<file path="config.mk">
export PLATFORM = sky130hd
export DESIGN_NAME = canrx_record_fifo
export DESIGN_NICKNAME = d
export VERILOG_FILES = /design/src/rtl/canrx_pkg.sv /design/src/rtl/canrx_rec_len.sv /design/src/rtl/canrx_byte_ram.sv /design/src/rtl/canrx_record_fifo.sv
export SDC_FILE = /design/constraint.sdc
export NUM_CORES = 1
export LEC_CHECK = 0
export BUFFER_PORTS_ARGS = -buffer_cell sky130_fd_sc_hd__clkbuf_2
export CAP_MARGIN = 20
export CORE_MARGIN = 2
export CORE_UTILIZATION = 35
export DETAILED_ROUTE_END_ITERATION = 12
export SLEW_MARGIN = 30
export SYNTH_ARGS = -nofsm -noshare
export SYNTH_HDL_FRONTEND = slang
export SYNTH_SLANG_ARGS = --single-unit
</file>
<file path="constraint.sdc">
create_clock -name clk -period 15.1 [get_ports clk]
set_input_delay 3.02 -clock clk [delete_from_list [all_inputs] [get_ports clk]]
set_output_delay 3.02 -clock clk [all_outputs]
set_load 0.05 [all_outputs]
</file>
<file path="src/rtl/canrx_pkg.sv">
package canrx_pkg;
    localparam int MAX_DLC   = 8;
    localparam int REC_LEN_W = 4;

    typedef enum logic [1:0] {ST_IDLE, ST_CHECK, ST_WRITE} fill_st_e;

    typedef struct packed {
        logic        ext;
        logic        rtr;
        logic        err;
        logic [3:0]  dlc;
        logic [28:0] id;
        logic [63:0] data;
    } frame_t;
endpackage

</file>
<file path="src/rtl/canrx_rec_len.sv">
module canrx_rec_len
    import canrx_pkg::*;
(
    input  logic [7:0]           info_i,
    output logic [REC_LEN_W-1:0] len_o
);
    // record length from a header byte: 3, +2 extended, +DLC unless remote
    always_comb begin
        len_o = REC_LEN_W'(3);
        if (info_i[7]) len_o = len_o + REC_LEN_W'(2);
        if (!info_i[6]) len_o = len_o + REC_LEN_W'(info_i[3:0]);
    end
endmodule

</file>
<file path="src/rtl/canrx_byte_ram.sv">
module canrx_byte_ram #(
    parameter int DEPTH  = 64,
    parameter int ADDR_W = $clog2(DEPTH)
) (
    input  logic              clk,
    input  logic              we_i,
    input  logic [ADDR_W-1:0] waddr_i,
    input  logic [7:0]        wdata_i,
    input  logic [ADDR_W-1:0] raddr_a_i,
    output logic [7:0]        rdata_a_o,
    input  logic [ADDR_W-1:0] raddr_b_i,
    output logic [7:0]        rdata_b_o
);
    logic [7:0] mem_q [DEPTH];

    always_ff @(posedge clk) begin
        if (we_i) mem_q[waddr_i] <= wdata_i;
    end

    assign rdata_a_o = mem_q[raddr_a_i];
    assign rdata_b_o = mem_q[raddr_b_i];
endmodule

</file>
<file path="src/rtl/canrx_record_fifo.sv">
module canrx_record_fifo
    import canrx_pkg::*;
#(
    parameter int DEPTH = 64
) (
    input  logic        clk,
    input  logic        rst_n,
    input  logic        in_valid_i,
    output logic        in_ready_o,
    input  logic        in_ext_i,
    input  logic        in_rtr_i,
    input  logic        in_err_i,
    input  logic [3:0]  in_dlc_i,
    input  logic [28:0] in_id_i,
    input  logic [63:0] in_data_i,
    input  logic        rel_i,
    input  logic        ovr_clr_i,
    input  logic        op_enter_i,
    input  logic [3:0]  win_off_i,
    output logic [7:0]  win_data_o,
    output logic [6:0]  byte_count_o,
    output logic [6:0]  msg_count_o,
    output logic        rx_pending_o,
    output logic        overrun_o,
    output logic        rx_busy_o
);
    localparam int AW = $clog2(DEPTH);
    localparam int CW = AW + 1;

    typedef struct packed {
        fill_st_e             st;
        logic [AW-1:0]        wr_ptr;
        logic [AW-1:0]        rd_ptr;
        logic [CW-1:0]        byte_cnt;
        logic [CW-1:0]        msg_cnt;
        logic [REC_LEN_W-1:0] idx;
        logic [REC_LEN_W-1:0] len;
        frame_t               frm;
        logic                 ovr;
        logic                 busy;
    } state_t;

    state_t s_d, s_q;

    logic                 we;
    logic [7:0]           wdata;
    logic [7:0]           rel_info;
    logic [REC_LEN_W-1:0] rel_len;
    logic [REC_LEN_W-1:0] cap_len;
    logic [7:0]           cap_info;

    function automatic logic [7:0] rec_byte(frame_t f, logic [REC_LEN_W-1:0] idx);
        logic [REC_LEN_W-1:0] di;
        logic [63:0]          sh;
        di = f.ext ? idx - REC_LEN_W'(5) : idx - REC_LEN_W'(3);
        sh = f.data >> {di, 3'b000};
        if (idx == '0) return {f.ext, f.rtr, 2'b00, f.dlc};
        if (f.ext) begin
            case (idx)
                REC_LEN_W'(1): return f.id[28:21];
                REC_LEN_W'(2): return f.id[20:13];
                REC_LEN_W'(3): return f.id[12:5];
                REC_LEN_W'(4): return {f.id[4:0], 3'b000};
                default:       return sh[7:0];
            endcase
        end
        case (idx)
            REC_LEN_W'(1): return f.id[10:3];
            REC_LEN_W'(2): return {f.id[2:0], 5'b00000};
            default:       return sh[7:0];
        endcase
    endfunction

    assign cap_info = {s_q.frm.ext, s_q.frm.rtr, 2'b00, s_q.frm.dlc};

    canrx_rec_len u_cap_len (.info_i(cap_info), .len_o(cap_len));
    canrx_rec_len u_rel_len (.info_i(rel_info), .len_o(rel_len));

    canrx_byte_ram #(.DEPTH(DEPTH), .ADDR_W(AW)) u_ram (
        .clk       (clk),
        .we_i      (we),
        .waddr_i   (s_q.wr_ptr),
        .wdata_i   (wdata),
        .raddr_a_i (s_q.rd_ptr),
        .rdata_a_o (rel_info),
        .raddr_b_i (s_q.rd_ptr + AW'(win_off_i)),
        .rdata_b_o (win_data_o)
    );

    always_comb begin
        s_d   = s_q;
        we    = 1'b0;
        wdata = rec_byte(s_q.frm, s_q.idx);
        if (ovr_clr_i) s_d.ovr = 1'b0;
        unique case (s_q.st)
            ST_IDLE: begin
                if (in_valid_i) begin
                    s_d.frm  = '{ext: in_ext_i, rtr: in_rtr_i, err: in_err_i,
                                 dlc: in_dlc_i, id: in_id_i, data: in_data_i};
                    s_d.st   = ST_CHECK;
                    s_d.busy = 1'b1;
                end
            end
            ST_CHECK: begin
                if (s_q.frm.err || (s_q.frm.dlc > 4'(MAX_DLC))) begin
                    s_d.st   = ST_IDLE;
                    s_d.busy = 1'b0;
                end else if (({1'b0, s_q.byte_cnt} + (CW+1)'(cap_len)) > (CW+1)'(DEPTH)) begin
                    s_d.ovr  = 1'b1;
                    s_d.st   = ST_IDLE;
                    s_d.busy = 1'b0;
                end else begin
                    s_d.st  = ST_WRITE;
                    s_d.idx = '0;
                    s_d.len = cap_len;
                end
            end
            ST_WRITE: begin
                we         = 1'b1;
                s_d.wr_ptr = s_q.wr_ptr + AW'(1);
                s_d.idx    = s_q.idx + REC_LEN_W'(1);
                if (s_q.idx == s_q.len - REC_LEN_W'(1)) begin
                    s_d.st       = ST_IDLE;
                    s_d.busy     = 1'b0;
                    s_d.byte_cnt = s_q.byte_cnt + CW'(s_q.len);
                    s_d.msg_cnt  = s_q.msg_cnt + CW'(1);
                end
            end
            default: s_d.st = ST_IDLE;
        endcase
        if (rel_i && (s_q.msg_cnt != '0)) begin
            s_d.rd_ptr   = s_q.rd_ptr + AW'(rel_len);
            s_d.byte_cnt = s_d.byte_cnt - CW'(rel_len);
            s_d.msg_cnt  = s_d.msg_cnt - CW'(1);
        end
        if (op_enter_i) begin
            we           = 1'b0;
            s_d.st       = ST_IDLE;
            s_d.busy     = 1'b0;
            s_d.wr_ptr   = s_q.wr_ptr;
            s_d.rd_ptr   = s_q.wr_ptr;
            s_d.byte_cnt = '0;
            s_d.msg_cnt  = '0;
        end
    end

    always_ff @(posedge clk or negedge rst_n) begin
        if (!rst_n) begin
            s_q <= '{st: ST_IDLE, frm: '0, default: '0};
        end else begin
            s_q <= s_d;
        end
    end

    assign in_ready_o   = (s_q.st == ST_IDLE);
    assign byte_count_o = 7'(s_q.byte_cnt);
    assign msg_count_o  = 7'(s_q.msg_cnt);
    assign rx_pending_o = (s_q.msg_cnt != '0);
    assign overrun_o    = s_q.ovr;
    assign rx_busy_o    = s_q.busy;

    // the byte count never exceeds the buffer size
    p_count_bound_r6: assert property (@(posedge clk) disable iff (!rst_n)
        s_q.byte_cnt <= CW'(DEPTH));

    // no message stored means no byte counted
    p_empty_consistent_r7: assert property (@(posedge clk) disable iff (!rst_n)
        (s_q.msg_cnt == '0) |-> (s_q.byte_cnt == '0));

    // a release on an empty store leaves the start pointer unchanged
    p_release_empty_r7: assert property (@(posedge clk) disable iff (!rst_n)
        (rel_i && (s_q.msg_cnt == '0) && !op_enter_i) |=> $stable(s_q.rd_ptr));

    // ready is never offered while a frame is in progress
    p_ready_not_busy_r10: assert property (@(posedge clk) disable iff (!rst_n)
        in_ready_o |-> !rx_busy_o);

    // a frame dropped for overrun adds no bytes
    p_overrun_drop_r6: assert property (@(posedge clk) disable iff (!rst_n)
        ($rose(s_q.ovr) && !$past(rel_i) && !$past(op_enter_i)) |-> $stable(s_q.byte_cnt));
endmodule

</file>
==> results of run 1 <==
==> critical path, delay by kind of cell <==
family	cells	cell delay, ps
buffers and inverters	4	1930
muxes	2	870
AOI/OAI and AO/OA	2	580
and+or+nand+nor	1	140
adders and majority gates	2	1150
==> sequential cells by signal (all words and copies together), names as in the netlist <==
name          cells
byte_count_o      7
overrun_o         1
s_q             116
rx_busy_o         1
u_ram.mem_q     512
cap_info          6
msg_count_o       7
==> cells by family (layout without fill, tap and decap cells) <==
group / after synthesis / in the layout / share of synthesized area
fa+ha+maj: 41 / 41 / 0.0181
xor+xnor: 40 / 40 / 0.0117
simple gates: 301 / 301 / 0.0448
other cells: 0 / 1 / 0
mux: 437 / 437 / 0.255
buf+inv: 157 / 341 / 0.0252
compound gates: 190 / 190 / 0.0419
flops: 650 / 650 / 0.603
==> metal layers <==
layer  up-vias  part of all wire  GRT usage
li1       7612                 -          -
met1      9583              0.41      0.243
met2       740              0.50      0.301
met3       150             0.061     0.0274
met4         0             0.027     0.0502
met5         -                 0          0
==> per-stage QoR <==
step,cell area [um^2],util
after floorplan,31200,-
after global placement,33200,0.375
after detailed placement,33300,0.377
after CTS,35700,0.404
after global routing,35800,0.405
final,35800,0.405
==> placed cells by master (no fill, tap or decap), drive strengths merged, types with 8 or more instances in the layout <==
cell,instances
edfxtp,512
mux4,271
clkbuf,223
dfrtp,138
nor2,119
mux2,107
nand2,67
mux2i,59
buf,46
a21oi,38
ha,34
clkinv,32
o21ai,30
inv,30
a22oi,27
nor2b,25
xnor2,25
nand3,23
a211oi,21
a21o,19
xor2,14
and2,11
nor3,10
or3,9
bufinv,9
o211ai,9
nand2b,8
a22o,8
nand4,8
==> power breakdown <==
group	internal, uW	total (uW)	switching (uW)
clock	1060	1800	746
combinational	1080	2570	1490
sequential	2210	2340	129
total	4350	6720	2360
==> worst paths after layout <==
path	to	depth (start not counted)
hold / removal	s_q[50]$_DFFE_PN0P_	1
setup reg to reg	byte_count_o[5]$_DFF_PN0_	17
hold reg to reg	s_q[50]$_DFFE_PN0P_	1
max in group asynchronous	s_q[37]$_DFFE_PN0P_	2
min in group asynchronous	msg_count_o[5]$_DFF_PN0_	1
setup / recovery	win_data_o[6]	11
==> area by class of cell <==
cell class                 count  area (um^2)
timing repair buffer         180         1050
inverter                      29          110
clock buffer                  89         1890
fill                        7898        52600
clock inverter                43          564
sequential                   650        18800
tap                         1165         1460
multi-input combinational   1009        11800
antenna                        1         2.50
==> metrics.md, run 1 <==
| Metric | Value |
|---|---|
| Outcome | `finished clean` |
| Max-slew headroom at the worst pin | `0.339` |
| Total track usage | `0.179` |
| Critical Path Sink Type | `output port` |
| Drt pass-1 iters | `5` |
| Peak supply drop | `0.225 mV` |
| Maximum clock frequency | `around 0.093 GHz` |
| Count of distinct cell types in the synthesized netlist | `70` |
| Fraction of post-synthesis cell area in the top cell type by area | `0.492` |
| Longest individual stage delay on the worst path | `980 ps` |
| Post-synth top area cell | `sky130_fd_sc_hd__edfxtp_1` |
| Arrival time reported for the critical path endpoint | `~7700 ps` |
| Gr ovfl total | `0` |
| Setup slack of the worst register-to-register path | `9120 ps` |
| Worst-case hold slack | `500 ps` |
| DRC violations left | `0` |
| Final period utilization | `0.711` |
| Setup slack after layout | `4370 ps` |
| Detailed Route WL | `just over 80000 um` |
| HPWL after detailed placement | `51800 um` |
| Number of H-tree levels | `3` |
| Count of standard-cell rows | `109` |
| Class of the most critical setup path | `input port to output port` |
| Power density over the cells | `188 nW/um^2` |
| Start point of the worst min-delay path | `s_q[50]$_DFFE_PN0P_` |
| Routability congestion estimate from global placement | `0.807` |
| Core box area | `between 80000 and 90000 um^2` |
| Non-Filler Instances | `3166` |
| Area enclosed by the die boundary | `91600 um^2` |
| Number of design-rule violations left by the first detailed-router iteration | `1857` |
| P_leak | `roughly 0.012 uW` |
| Worst setup path start | `win_off_i[0]` |
| Via count of the first global-routing pass | `18508` |
| Synthesized net count | `between 1500 and 2000` |
| Required time reported for the critical path endpoint | `12080 ps` |
| Number of maximum-capacitance constraint violations | `0` |
| Most common library cells after synthesis | `sky130_fd_sc_hd__edfxtp_1 (512), sky130_fd_sc_hd__mux4_2 (254), sky130_fd_sc_hd__dfrtp_1 (138)` |
| Die Y | `303 um` |
| Count of input and output buffers | `135` |
| Final-report max-slew violation count | `0` |
| Synthesized instance count | `1816` |
| Share of post-route cells with drive strength above 1 | `0.358` |
| Initial core utilization | `0.353` |
| Clock latency at the later pin of the worst-skew pair | `~630 ps` |
| Fraction of registers with async set/reset | `0.212` |
| Clock skew after layout | `between 40 and 50 ps` |
| Top cells by area, synth | `sky130_fd_sc_hd__edfxtp_1 (49%), sky130_fd_sc_hd__mux4_2 (18%), sky130_fd_sc_hd__dfrtp_1 (11%), sky130_fd_sc_hd__mux2_2 (3.8%), sky130_fd_sc_hd__mux2i_1 (1.9%)` |
| Yosys warns | `0` |
| Yosys reg bits | `650` |
| Largest net degree at the start of global routing | `93` |
| Setup violators final | `0` |
| Number of cells after detailed placement | `3033` |
| Final Total Pwr | `6720 uW` |
| Critical Path Slowest Stage Cell | `sky130_fd_sc_hd__fa_4` |
| Average footprint of a synthesized cell | `17.2 um^2` |
| Gates resized, CTS repair | `0` |
| Die width | `303 um` |
| FF-to-FF Start | `s_q[125]$_DFFE_PN0P_` |
| CTS tree | `built` |
| Hold Fails Final Rpt | `0` |
| Routed vias/inst | `about 5.7` |
| Number of setup buffers added after CTS | `0` |
| Post-synthesis instance area | `roughly 31000 um^2` |
| Most instantiated library cell after synthesis | `sky130_fd_sc_hd__edfxtp_1` |
| Shortest clock period the worst path allows after layout | `around 11000 ps` |
| Sequential cell area fraction in the yosys report | `0.603` |
| Unrepaired setup endpoints after global routing | `no` |
| Initial antenna violation count | `1` |
| CTS buffer count | `between 70 and 80` |
| TNS Setup | `0 ps` |
| # IOs | `136` |
| Number of sinks on the clock net | `between 600 and 700` |
| Biggest fanout along the worst timing path | `63` |
| Critical path, cell by cell | `clkbuf_2, ha_4, fa_4, buf_4, buf_4, mux4_2, mux4_2, nor2b_1, a211oi_1, a21oi_1, clkbuf_2` |
| Clock slew seen by the registers of the worst setup and hold paths | `60 ps` |
| Drt wl/cell | `26.0 um` |
| Remaining antenna violation count | `0` |
| Hold crit path type | `flip-flop to flip-flop` |
| Number of synthesized flops with an enable pin | `between 500 and 600` |
| Clock root buffer | `sky130_fd_sc_hd__clkbuf_16` |
| Flip-flop cell with the highest count after synthesis | `sky130_fd_sc_hd__edfxtp_1` |
| Maximum number of buffers from clock root to sink | `3` |
| Number of nets in the layout | `2093` |
| Hold-fix buffers, CTS | `0` |
| Least-Margin Pin Slew | `992 ps` |
| Area growth, synth to finish | `14.5%` |
| Kind of start point of the critical path | `input port` |
| Wire length of the first global-routing pass | `approximately 120000 um` |
| Placement Setup Slack | `4280 ps` |
| Via total after detailed routing | `approximately 18000` |
No activity file was read; power rests on OpenSTA's default activity.
==> inputs of run 2 (changes only) <==
Clock period 15.1 ns to 8.95 ns, I/O delays scaled along.
==> metrics.md, run 2 (synthesized netlist as in run 1, its figures left out) <==
| Metric | Value |
|---|---|
| Outcome | `finished clean` |
| # IOs | `136` |
| Design area | `35600 um^2` |
| P_leak | `0.0121 uW` |
| Clock latency at the later pin of the worst-skew pair | `between 600 and 700 ps` |
| Utilization of the core after routing | `0.403` |
| Number of sinks on the clock net | `650` |
| Peak supply drop | `0.476 mV` |
| Routed vias/inst | `5.68` |
| Clock root buffer | `sky130_fd_sc_hd__clkbuf_16` |
| Final period utilization | `0.818` |
| Arrival time reported for the critical path endpoint | `5530 ps` |
| Wire length of the first global-routing pass | `119000 um` |
| Non-Filler Instances | `roughly 3100` |
| Maximum clock frequency | `0.137 GHz` |
| Drt pass-1 iters | `5` |
| Via count of the first global-routing pass | `about 18000` |
| Gates resized, CTS repair | `0` |
| Count of standard-cell rows | `109` |
| Setup violators final | `0` |
| Share of post-route cells with drive strength above 1 | `0.359` |
| Maximum number of buffers from clock root to sink | `3` |
| Leading cell types in the layout, fill and taps excluded | `sky130_fd_sc_hd__edfxtp_1 (512), sky130_fd_sc_hd__mux4_2 (254), sky130_fd_sc_hd__dfrtp_1 (136)` |
| Number of setup buffers added after CTS | `0` |
| Power density over the cells | `315 nW/um^2` |
| Drt wl/cell | `25.8 um` |
| CTS tree | `built` |
| Register name with the most flops | `u_ram.mem_q` |
| Initial antenna violation count | `1` |
| Unrepaired setup endpoints after global routing | `no` |
| Number of H-tree levels | `3` |
| Die width | `303 um` |
| Area growth, synth to finish | `14.0%` |
| Number of nets in the layout | `2083` |
| Worst setup path start | `win_off_i[0]` |
| Hold Fails Final Rpt | `0` |
| Shortest clock period the worst path allows after layout | `7320 ps` |
| Required time reported for the critical path endpoint | `7160 ps` |
| Final-report max-slew violation count | `0` |
| Remaining antenna violation count | `0` |
| Count of input and output buffers | `135` |
| Initial core utilization | `0.353` |
| CTS buffer count | `72` |
| Hold-fix buffers, CTS | `0` |
| Via total after detailed routing | `17886` |
| Gr ovfl total | `0` |
| Biggest fanout along the worst timing path | `34` |
| Detailed Route WL | `approximately 81000 um` |
| Number of design-rule violations left by the first detailed-router iteration | `approximately 1900` |
| Largest net degree at the start of global routing | `89` |
| Start point of the worst min-delay path | `s_q[50]$_DFFE_PN0P_` |
| HPWL after detailed placement | `~50000 um` |
| Critical Path Sink Type | `output port` |
| Core box area | `between 80000 and 90000 um^2` |
| Registers with the most flip-flops | `u_ram.mem_q: 512 flops, s_q: 116 flops` |
| Class of the most critical setup path | `input port to output port` |
| Max-slew headroom at the worst pin | `0.327` |
| Die Y | `just over 300 um` |
| Least-Margin Pin Slew | `between 1000 and 1500 ps` |
| Flip-flop count of the largest register after layout | `512` |
| Kind of start point of the critical path | `input port` |
| Clock skew after layout | `33.3 ps` |
| Clock slew seen by the registers of the worst setup and hold paths | `50 ps` |
| FF-to-FF Start | `s_q[125]$_DFFE_PN0P_` |
| Hold crit path type | `flip-flop to flip-flop` |
| Commonest non-fill, non-tap cell in the layout | `sky130_fd_sc_hd__edfxtp_1` |
| Number of maximum-capacitance constraint violations | `0` |
| Area enclosed by the die boundary | `about 92000 um^2` |
| Placement Setup Slack | `1440 ps` |
| Number of cells after detailed placement | `between 3000 and 4000` |
| Total track usage | `0.176` |
| Routability congestion estimate from global placement | `0.839` |
| Setup slack after layout | `1630 ps` |
| Post-place instance area | `33200 um^2` |
| DRC violations left | `0` |
| TNS Setup | `0 ps` |
run 2: layout make-up:
cell class	count	area [um^2]
clock inverters	35	422
inverters	29	109
well taps	1165	1460
repair buffers	170	1030
diodes	2	5.00
multi-input cells	1009	11900
clock buffers	88	1880
fillers	7884	52800
flip-flops and latches	650	18800
run 2: critical path: stages:
cell and delay, ps:
sky130_fd_sc_hd__clkbuf_2 110, sky130_fd_sc_hd__ha_4 160, sky130_fd_sc_hd__fa_4 1050, sky130_fd_sc_hd__buf_12 310, sky130_fd_sc_hd__buf_4 480, sky130_fd_sc_hd__mux4_2 390
sky130_fd_sc_hd__mux4_2 490, sky130_fd_sc_hd__mux2i_1 290, sky130_fd_sc_hd__a21oi_1 140, sky130_fd_sc_hd__clkbuf_2 270
run 2: layer usage:
layer	vias up	routed length (um)	track usage	part of all wire
met4	0	2620	0.0636	0.032
met1	9449	32500	0.231	0.40
met5	-	0	0	0
met3	161	4920	0.0255	0.061
met2	685	41100	0.298	0.51
li1	7591	-	-	-
run 2: report_power, final:
part | switching (uW) | internal (uW) | total [uW]
clock | 1240 | 1690 | 2920
sequential | 222 | 3740 | 3960
combinational | 2490 | 1860 | 4350
total | 3950 | 7280 | 11200
run 2: final timing paths:
kind,cells after the start,slack (ps),to
setup reg to reg,15,3000,byte_count_o[5]$_DFF_PN0_
max in group asynchronous,2,6620,s_q[47]$_DFFE_PN0P_
min in group asynchronous,1,1110,msg_count_o[5]$_DFF_PN0_
setup / recovery,10,1630,win_data_o[4]
hold / removal,1,500,s_q[50]$_DFFE_PN0P_
hold reg to reg,1,500,s_q[50]$_DFFE_PN0P_
run 2: per-stage QoR:
step	total power, uW	hold slack [ps]
CTS	11300	503
global placement	8270	484
detailed placement	8360	491
global route	11700	517
floorplan	7170	473
finish	11200	500
